## config.mk

```make
export PLATFORM = sky130hd
export DESIGN_NAME = rob_rename_rollback
export DESIGN_NICKNAME = d
export VERILOG_FILES = /design/src/rtl/rob_pkg.sv /design/src/rtl/rob_ptrs.sv /design/src/rtl/rob_slots.sv /design/src/rtl/rob_walk.sv /design/src/rtl/rob_rename_rollback.sv
export SDC_FILE = /design/constraint.sdc
export NUM_CORES = 1
export LEC_CHECK = 0
export BUFFER_PORTS_ARGS = -buffer_cell sky130_fd_sc_hd__buf_2
export CAP_MARGIN = 20
export CORE_MARGIN = 10
export CORE_UTILIZATION = 65
export CTS_BUF_LIST = sky130_fd_sc_hd__clkbuf_16
export DETAILED_ROUTE_END_ITERATION = 10
export PLACE_DENSITY_LB_ADDON = 0.3
export SLEW_MARGIN = 15
export SYNTH_ARGS = -nofsm -noshare
export SYNTH_HDL_FRONTEND = slang
export SYNTH_SLANG_ARGS = --single-unit
```

## constraint.sdc

```tcl
create_clock -name clk -period 5.7 [get_ports clk]
set_input_delay 0.285 -clock clk [delete_from_list [all_inputs] [get_ports clk]]
set_output_delay 0.285 -clock clk [all_outputs]
set_load 0.05 [all_outputs]
```

## src/rtl/rob_pkg.sv

```systemverilog
package rob_pkg;

    localparam int ROB_DEPTH = 8;
    localparam int ARCH_W    = 4;
    localparam int PTAG_W    = 6;
    localparam int IDX_W     = $clog2(ROB_DEPTH);
    localparam int CNT_W     = $clog2(ROB_DEPTH + 1);

    typedef struct packed {
        logic              has_dest;
        logic [ARCH_W-1:0] arch;
        logic [PTAG_W-1:0] old_tag;
        logic [PTAG_W-1:0] new_tag;
        logic              done;
        logic              fault;
    } rob_entry_t;

    typedef enum logic {
        WALK_IDLE,
        WALK_ACTIVE
    } walk_state_e;

    function automatic logic [IDX_W-1:0] idx_fwd(input logic [IDX_W-1:0] p);
        return (p == IDX_W'(ROB_DEPTH - 1)) ? '0 : p + 1'b1;
    endfunction

    function automatic logic [IDX_W-1:0] idx_back(input logic [IDX_W-1:0] p);
        return (p == '0) ? IDX_W'(ROB_DEPTH - 1) : p - 1'b1;
    endfunction

endpackage

```

## src/rtl/rob_ptrs.sv

```systemverilog
module rob_ptrs
    import rob_pkg::*;
(
    input  logic             clk,
    input  logic             rst,
    input  logic             push,
    input  logic             pop_head,
    input  logic             pop_tail,
    output logic [IDX_W-1:0] head,
    output logic [IDX_W-1:0] tail,
    output logic [IDX_W-1:0] youngest,
    output logic [CNT_W-1:0] count,
    output logic             full
);

    always_ff @(posedge clk) begin
        if (rst) begin
            head  <= '0;
            tail  <= '0;
            count <= '0;
        end else begin
            if (pop_head)
                head <= idx_fwd(head);
            if (push)
                tail <= idx_fwd(tail);
            else if (pop_tail)
                tail <= idx_back(tail);
            count <= count + CNT_W'(push) - CNT_W'(pop_head) - CNT_W'(pop_tail);
        end
    end

    assign youngest = idx_back(tail);
    assign full     = (count == CNT_W'(ROB_DEPTH));

    // never accept an entry into a full buffer
    p_no_overflow_r3: assert property (@(posedge clk) disable iff (rst)
        push |-> !full);

    // removal only from a non-empty buffer
    p_no_underflow_r5: assert property (@(posedge clk) disable iff (rst)
        (pop_head || pop_tail) |-> (count != '0));

    // head and tail removals never overlap
    p_single_pop_r8: assert property (@(posedge clk) disable iff (rst)
        !(pop_head && pop_tail));

    p_count_bound_r2: assert property (@(posedge clk) disable iff (rst)
        count <= CNT_W'(ROB_DEPTH));

endmodule

```

## src/rtl/rob_slots.sv

```systemverilog
module rob_slots
    import rob_pkg::*;
(
    input  logic             clk,
    input  logic             rst,
    input  logic             wr_en,
    input  logic [IDX_W-1:0] wr_idx,
    input  rob_entry_t       wr_data,
    input  logic             cm_en,
    input  logic [IDX_W-1:0] cm_idx,
    input  logic             cm_fault,
    input  logic [IDX_W-1:0] head_idx,
    input  logic [IDX_W-1:0] young_idx,
    output rob_entry_t       head_ent,
    output rob_entry_t       young_ent
);

    rob_entry_t slot_q [ROB_DEPTH];

    for (genvar g = 0; g < ROB_DEPTH; g++) begin : g_slot
        rob_entry_t ent;
        always_ff @(posedge clk) begin
            if (rst) begin
                ent <= '0;
            end else if (wr_en && wr_idx == IDX_W'(g)) begin
                ent <= wr_data;
            end else if (cm_en && cm_idx == IDX_W'(g)) begin
                ent.done  <= 1'b1;
                ent.fault <= cm_fault;
            end
        end
        assign slot_q[g] = ent;
    end

    assign head_ent  = slot_q[head_idx];
    assign young_ent = slot_q[young_idx];

endmodule

```

## src/rtl/rob_walk.sv

```systemverilog
module rob_walk
    import rob_pkg::*;
(
    input  logic              clk,
    input  logic              rst,
    input  rob_entry_t        head_ent,
    input  rob_entry_t        young_ent,
    input  logic [CNT_W-1:0]  count,
    output logic              pop_head,
    output logic              pop_tail,
    output logic              busy,
    output logic              retire_valid,
    output logic              undo_valid,
    output logic              free_valid,
    output logic [PTAG_W-1:0] free_tag,
    output logic              map_wr_valid,
    output logic [ARCH_W-1:0] map_wr_arch,
    output logic [PTAG_W-1:0] map_wr_tag,
    output logic              done_pulse
);

    walk_state_e state;
    logic        head_ready;
    logic        start_walk;
    logic        last_undo;

    always_comb begin
        head_ready = (state == WALK_IDLE) && (count != '0) && head_ent.done;
        pop_head   = head_ready && !head_ent.fault;
        start_walk = head_ready && head_ent.fault;
        pop_tail   = (state == WALK_ACTIVE);
        last_undo  = pop_tail && (count == CNT_W'(1));
        busy       = (state == WALK_ACTIVE);
    end

    always_ff @(posedge clk) begin
        if (rst) begin
            state        <= WALK_IDLE;
            retire_valid <= 1'b0;
            undo_valid   <= 1'b0;
            free_valid   <= 1'b0;
            free_tag     <= '0;
            map_wr_valid <= 1'b0;
            map_wr_arch  <= '0;
            map_wr_tag   <= '0;
            done_pulse   <= 1'b0;
        end else begin
            if (start_walk)
                state <= WALK_ACTIVE;
            else if (last_undo)
                state <= WALK_IDLE;
            retire_valid <= pop_head;
            undo_valid   <= pop_tail;
            free_valid   <= (pop_head && head_ent.has_dest) ||
                            (pop_tail && young_ent.has_dest);
            free_tag     <= pop_tail ? young_ent.new_tag : head_ent.old_tag;
            map_wr_valid <= pop_tail && young_ent.has_dest;
            map_wr_arch  <= young_ent.arch;
            map_wr_tag   <= young_ent.old_tag;
            done_pulse   <= last_undo;
        end
    end

    // the walk never runs on an empty buffer
    p_walk_nonempty_r8: assert property (@(posedge clk) disable iff (rst)
        (state == WALK_ACTIVE) |-> (count != '0));

    // restore writes only come from undo steps
    p_map_on_undo_r8: assert property (@(posedge clk) disable iff (rst)
        map_wr_valid |-> undo_valid);

    // a cycle is either a retirement or an undo
    p_exclusive_r5: assert property (@(posedge clk) disable iff (rst)
        !(retire_valid && undo_valid));

    // the done pulse accompanies an undo and ends the walk
    p_done_with_undo_r10: assert property (@(posedge clk) disable iff (rst)
        done_pulse |-> (undo_valid && state == WALK_IDLE));

    // a faulted head is never retired
    p_fault_no_retire_r7: assert property (@(posedge clk) disable iff (rst)
        (head_ready && head_ent.fault) |=> !retire_valid);

endmodule

```

## src/rtl/rob_rename_rollback.sv

```systemverilog
module rob_rename_rollback
    import rob_pkg::*;
(
    input  logic              clk,
    input  logic              rst,
    input  logic              alloc_valid,
    input  logic              alloc_has_dest,
    input  logic [ARCH_W-1:0] alloc_arch,
    input  logic [PTAG_W-1:0] alloc_old_tag,
    input  logic [PTAG_W-1:0] alloc_new_tag,
    output logic              alloc_ready,
    output logic [IDX_W-1:0]  alloc_idx,
    input  logic              cmpl_valid,
    input  logic [IDX_W-1:0]  cmpl_idx,
    input  logic              cmpl_fault,
    output logic              retire_valid,
    output logic              undo_valid,
    output logic              free_valid,
    output logic [PTAG_W-1:0] free_tag,
    output logic              map_wr_valid,
    output logic [ARCH_W-1:0] map_wr_arch,
    output logic [PTAG_W-1:0] map_wr_tag,
    output logic              rollback_busy,
    output logic              rollback_done,
    output logic [CNT_W-1:0]  occupancy
);

    logic             push;
    logic             pop_head;
    logic             pop_tail;
    logic             full;
    logic [IDX_W-1:0] head;
    logic [IDX_W-1:0] tail;
    logic [IDX_W-1:0] youngest;
    rob_entry_t       new_ent;
    rob_entry_t       head_ent;
    rob_entry_t       young_ent;

    always_comb begin
        alloc_ready      = !full && !rollback_busy;
        push             = alloc_valid && alloc_ready;
        alloc_idx        = tail;
        new_ent          = '0;
        new_ent.has_dest = alloc_has_dest;
        new_ent.arch     = alloc_arch;
        new_ent.old_tag  = alloc_old_tag;
        new_ent.new_tag  = alloc_new_tag;
    end

    rob_ptrs u_ptrs (
        .clk      (clk),
        .rst      (rst),
        .push     (push),
        .pop_head (pop_head),
        .pop_tail (pop_tail),
        .head     (head),
        .tail     (tail),
        .youngest (youngest),
        .count    (occupancy),
        .full     (full)
    );

    rob_slots u_slots (
        .clk       (clk),
        .rst       (rst),
        .wr_en     (push),
        .wr_idx    (tail),
        .wr_data   (new_ent),
        .cm_en     (cmpl_valid),
        .cm_idx    (cmpl_idx),
        .cm_fault  (cmpl_fault),
        .head_idx  (head),
        .young_idx (youngest),
        .head_ent  (head_ent),
        .young_ent (young_ent)
    );

    rob_walk u_walk (
        .clk          (clk),
        .rst          (rst),
        .head_ent     (head_ent),
        .young_ent    (young_ent),
        .count        (occupancy),
        .pop_head     (pop_head),
        .pop_tail     (pop_tail),
        .busy         (rollback_busy),
        .retire_valid (retire_valid),
        .undo_valid   (undo_valid),
        .free_valid   (free_valid),
        .free_tag     (free_tag),
        .map_wr_valid (map_wr_valid),
        .map_wr_arch  (map_wr_arch),
        .map_wr_tag   (map_wr_tag),
        .done_pulse   (rollback_done)
    );

    // the walk leaves the buffer empty
    p_done_empty_r10: assert property (@(posedge clk) disable iff (rst)
        rollback_done |-> (occupancy == '0));

    // a free on retirement needs a retirement
    p_free_has_source_r6: assert property (@(posedge clk) disable iff (rst)
        free_valid |-> (retire_valid || undo_valid));

endmodule

```

==> results.json <==
{
  "avgRoutedWirePerCell_um": 19.2,
  "cts_tree": "built",
  "tightestPinTransition_ns": 1.10,
  "whs_endpoint": "u_slots.g_slot[7].ent[14]$_SDFFE_PP0P_",
  "power_frac_comb_pct": 11.5,
  "cap_violations": 0,
  "min_path_type": "primary input to flip-flop",
  "ys_seq_area_share_pct": 45.2,
  "r2r-start": "u_ptrs.head[0]$_SDFFE_PP0P_",
  "powerDensity_nw_per_um2": 305,
  "p_switching_mw": 0.696,
  "crit_arrival_ns": 3.89,
  "reg2reg_to": "u_ptrs.count[3]$_SDFF_PP0_",
  "cts.hold.buffers_added": 0,
  "hp-start": "alloc_arch[0]",
  "reg2reg_slack_ns": 2.09,
  "synth_fp_nets": 893,
  "die_x_um": 132,
  "avgViaCountPerCell": 6.09,
  "h-tree-depth": 4,
  "row_count": 40,
  "status": "complete, no violations",
  "yosys-top-cells-count": "201 x nand2_1, 184 x dfxtp_1, 104 x a21oi_1",
  "synth.most_common_cell": "nand2_1",
  "dp_hpwl_um": 12600,
  "power_frac_seq_pct": 49.5,
  "p_total_mw": 2.72,
  "cts_resized": 0,
  "fp.dieH_um": 132,
  "cts_setup_buffers": 0,
  "p_leak_nw": 3.24,
  "ant_nets": 0,
  "clock_tree.buffer_depth": 2,
  "num_antenna_cells": 0,
  "synth_cells": 852,
  "intPower_mw": 2.02,
  "synth_top_area_share_pct": 45.2,
  "fin_crit_sh_pct": 63.2,
  "fin_nets": 898,
  "relSlewSlack_pct": 27.0,
  "setup_viol": 0,
  "critPathLaunchType": "flip-flop",
  "power_frac_clock_pct": 39.0,
  "skew_ns": 0.00864,
  "first_iter_violations": 667,
  "clock-root-buffer": "clkbuf_16",
  "max_freq_ghz": 0.277,
  "drt-pass1-iter-count": 5,
  "io_buffers": 54,
  "drc": 0,
  "ios": 55,
  "hold_depth": 3,
  "crit_required_ns": 5.98,
  "via_count": 6316,
  "gp_congestion": 0.842,
  "yosysUniqueCellTypes": 36,
  "cts_buffers": 17,
  "clkTransAtPathRegs_ns": 0.06,
  "grt_pass1_vias": 6393,
  "hold_violations": 0,
  "setup_tns_ns": 0,
  "ff2ff_path_depth": 10,
  "path_max_fanout": 13,
  "criticalPathCategory": "flip-flop to flip-flop",
  "clock-sinks": 184,
  "grt_util_all_layers_pct": 23.2,
  "initial_core_util_pct": 67.0,
  "rsz0062_at_grt": "false",
  "fillers": 869,
  "period_minus_slack_ns": 3.61,
  "cp_slowest_cell": "dfxtp_1",
  "slew_viol_final": 0,
  "swShare_pct": 25.6,
  "antenna_found_initial": 0,
  "synth.largest_area_cell": "dfxtp_1",
  "insertion_delay_ns": 0.44,
  "synthTopCellsByArea": "dfxtp_1 45%, mux4_2 12%, nand2_1 9.3%",
  "dieArea_um2": 17400,
  "cp_cell_sequence": "buf_4, mux4_1, mux2_2, nand3_4, fa_1, ha_1, ha_1, fa_1, xor2_1, nor2_1",
  "drive_gt1_share_pct": 15.8,
  "ys_async_sr_fraction_pct": 0,
  "synth_edf_count": 0,
  "syn_area_per_cell_um2": 9.56,
  "synth_seq_cells": 184,
  "peakVddDrop_v": 0.000220,
  "synth_ff_type": "dfxtp_1",
  "yosys_warnings": 0,
  "cpPeakStageDelay_ns": 0.65,
  "totalWireLength_um": 19900,
  "synth_area_um2": 8150,
  "syn2layout_area_growth_pct": 9.23,
  "crit_path_end_kind": "flip-flop",
  "grt_overflow": 0,
  "design.core.area_um2": 12200,
  "grt_start_max_net_pins": 105,
  "grt_pass1_wl_um": 32700
}
registers in the layout (all words and copies together) (netlist names), 3 cells and up:
signal              cells
u_ptrs.head             3
u_walk.map_wr_tag       6
u_ptrs.count            4
u_ptrs.tail             3
u_walk.map_wr_arch      4
u_slots.g_slot.ent    152
u_walk.free_tag         6
layer usage:
layer / wire length (µm) / vias to the layer above / share of wire, % / track usage, %
met5: 0 / - / 0 / 0
met4: 522 / 0 / 2.6 / 10.0
met3: 1650 / 50 / 8.3 / 5.56
met2: 9810 / 288 / 49 / 39.0
met1: 7910 / 3043 / 40 / 27.7
li1: - / 2935 / - / -
how the worst max path moves through the flow:
stage | startpoint | to | slack (ns)
detailed placement | u_ptrs.head[0]$_SDFFE_PP0P_ | u_ptrs.count[3]$_SDFF_PP0_ | 2.11
global placement | u_ptrs.head[0]$_SDFFE_PP0P_ | u_ptrs.count[3]$_SDFF_PP0_ | 2.23
finish | u_ptrs.head[0]$_SDFFE_PP0P_ | u_ptrs.count[3]$_SDFF_PP0_ | 2.09
floorplan | u_ptrs.count[2]$_SDFF_PP0_ | u_ptrs.count[3]$_SDFF_PP0_ | 2.54
CTS | u_ptrs.head[0]$_SDFFE_PP0P_ | u_ptrs.count[3]$_SDFF_PP0_ | 2.11
global route | u_ptrs.head[0]$_SDFFE_PP0P_ | u_ptrs.count[3]$_SDFF_PP0_ | 1.92
worst max-delay path: cells and delay by family, from the launching register on:
family | cells | cell delay [ns]
simple gates | 2 | 0.19
xor+xnor | 1 | 0.16
fa+ha+maj | 4 | 1.21
flops | 1 | 0.65
buf+inv | 1 | 0.35
mux | 2 | 0.90
per-stage QoR:
stage	setup WS, ns	area (µm²)	hold WS [ns]	utilization [%]	instances
after floorplan	2.54	8150	0.429	-	852
after global placement	2.23	8370	0.438	68.8	1006
after detailed placement	2.11	8370	0.445	68.8	1006
after CTS	2.11	8890	0.143	73.1	1037
after global routing	1.92	8900	0.155	73.2	1037
final	2.09	8900	0.151	73.2	1037
cells by family (layout without fill, tap and decap cells):
kind of cell | count (synthesis) | after routing | share of synthesized area, %
fa+ha+maj | 16 | 16 | 2.64
compound gates | 123 | 123 | 8.03
flops | 184 | 184 | 45.2
simple gates | 316 | 316 | 15.8
mux | 123 | 123 | 23.6
buf+inv | 89 | 106 | 4.56
xor+xnor | 1 | 1 | 0.108
placed cells by master, fill, tap and decap left out, drive strengths merged, types with 2 or more instances in the layout:
cell type	n
nand2	201
dfxtp	184
a21oi	104
mux2i	70
nor2	69
buf	63
mux4	52
nor3	18
clkbuf	17
inv	16
ha	14
clkinv	8
a211oi	7
nand2b	6
and3	6
o22ai	6
nand3	6
nor2b	4
a21o	2
a31oi	2
and2	2
fa	2
final cells by class:
type / count / area (µm²) / share of cell area [%]
clock buffers: 17 / 425 / 4.78
clock inverters: 14 / 96.3 / 1.08
inverters: 12 / 45.0 / 0.506
multi-input cells: 579 / 4100 / 46.0
flip-flops and latches: 184 / 3680 / 41.4
well taps: 168 / 210 / 2.36
repair buffers: 63 / 340 / 3.82
power groups by stage:
stage,clock [mW],sequential (mW),combinational [mW]
after floorplan,0,1.39,0.215
after global routing,1.12,1.35,0.340
final,1.06,1.34,0.313
after global placement,0,1.37,0.300
after CTS,1.07,1.34,0.312
after detailed placement,0,1.37,0.310
No activity file was read; power rests on OpenSTA's default activity.
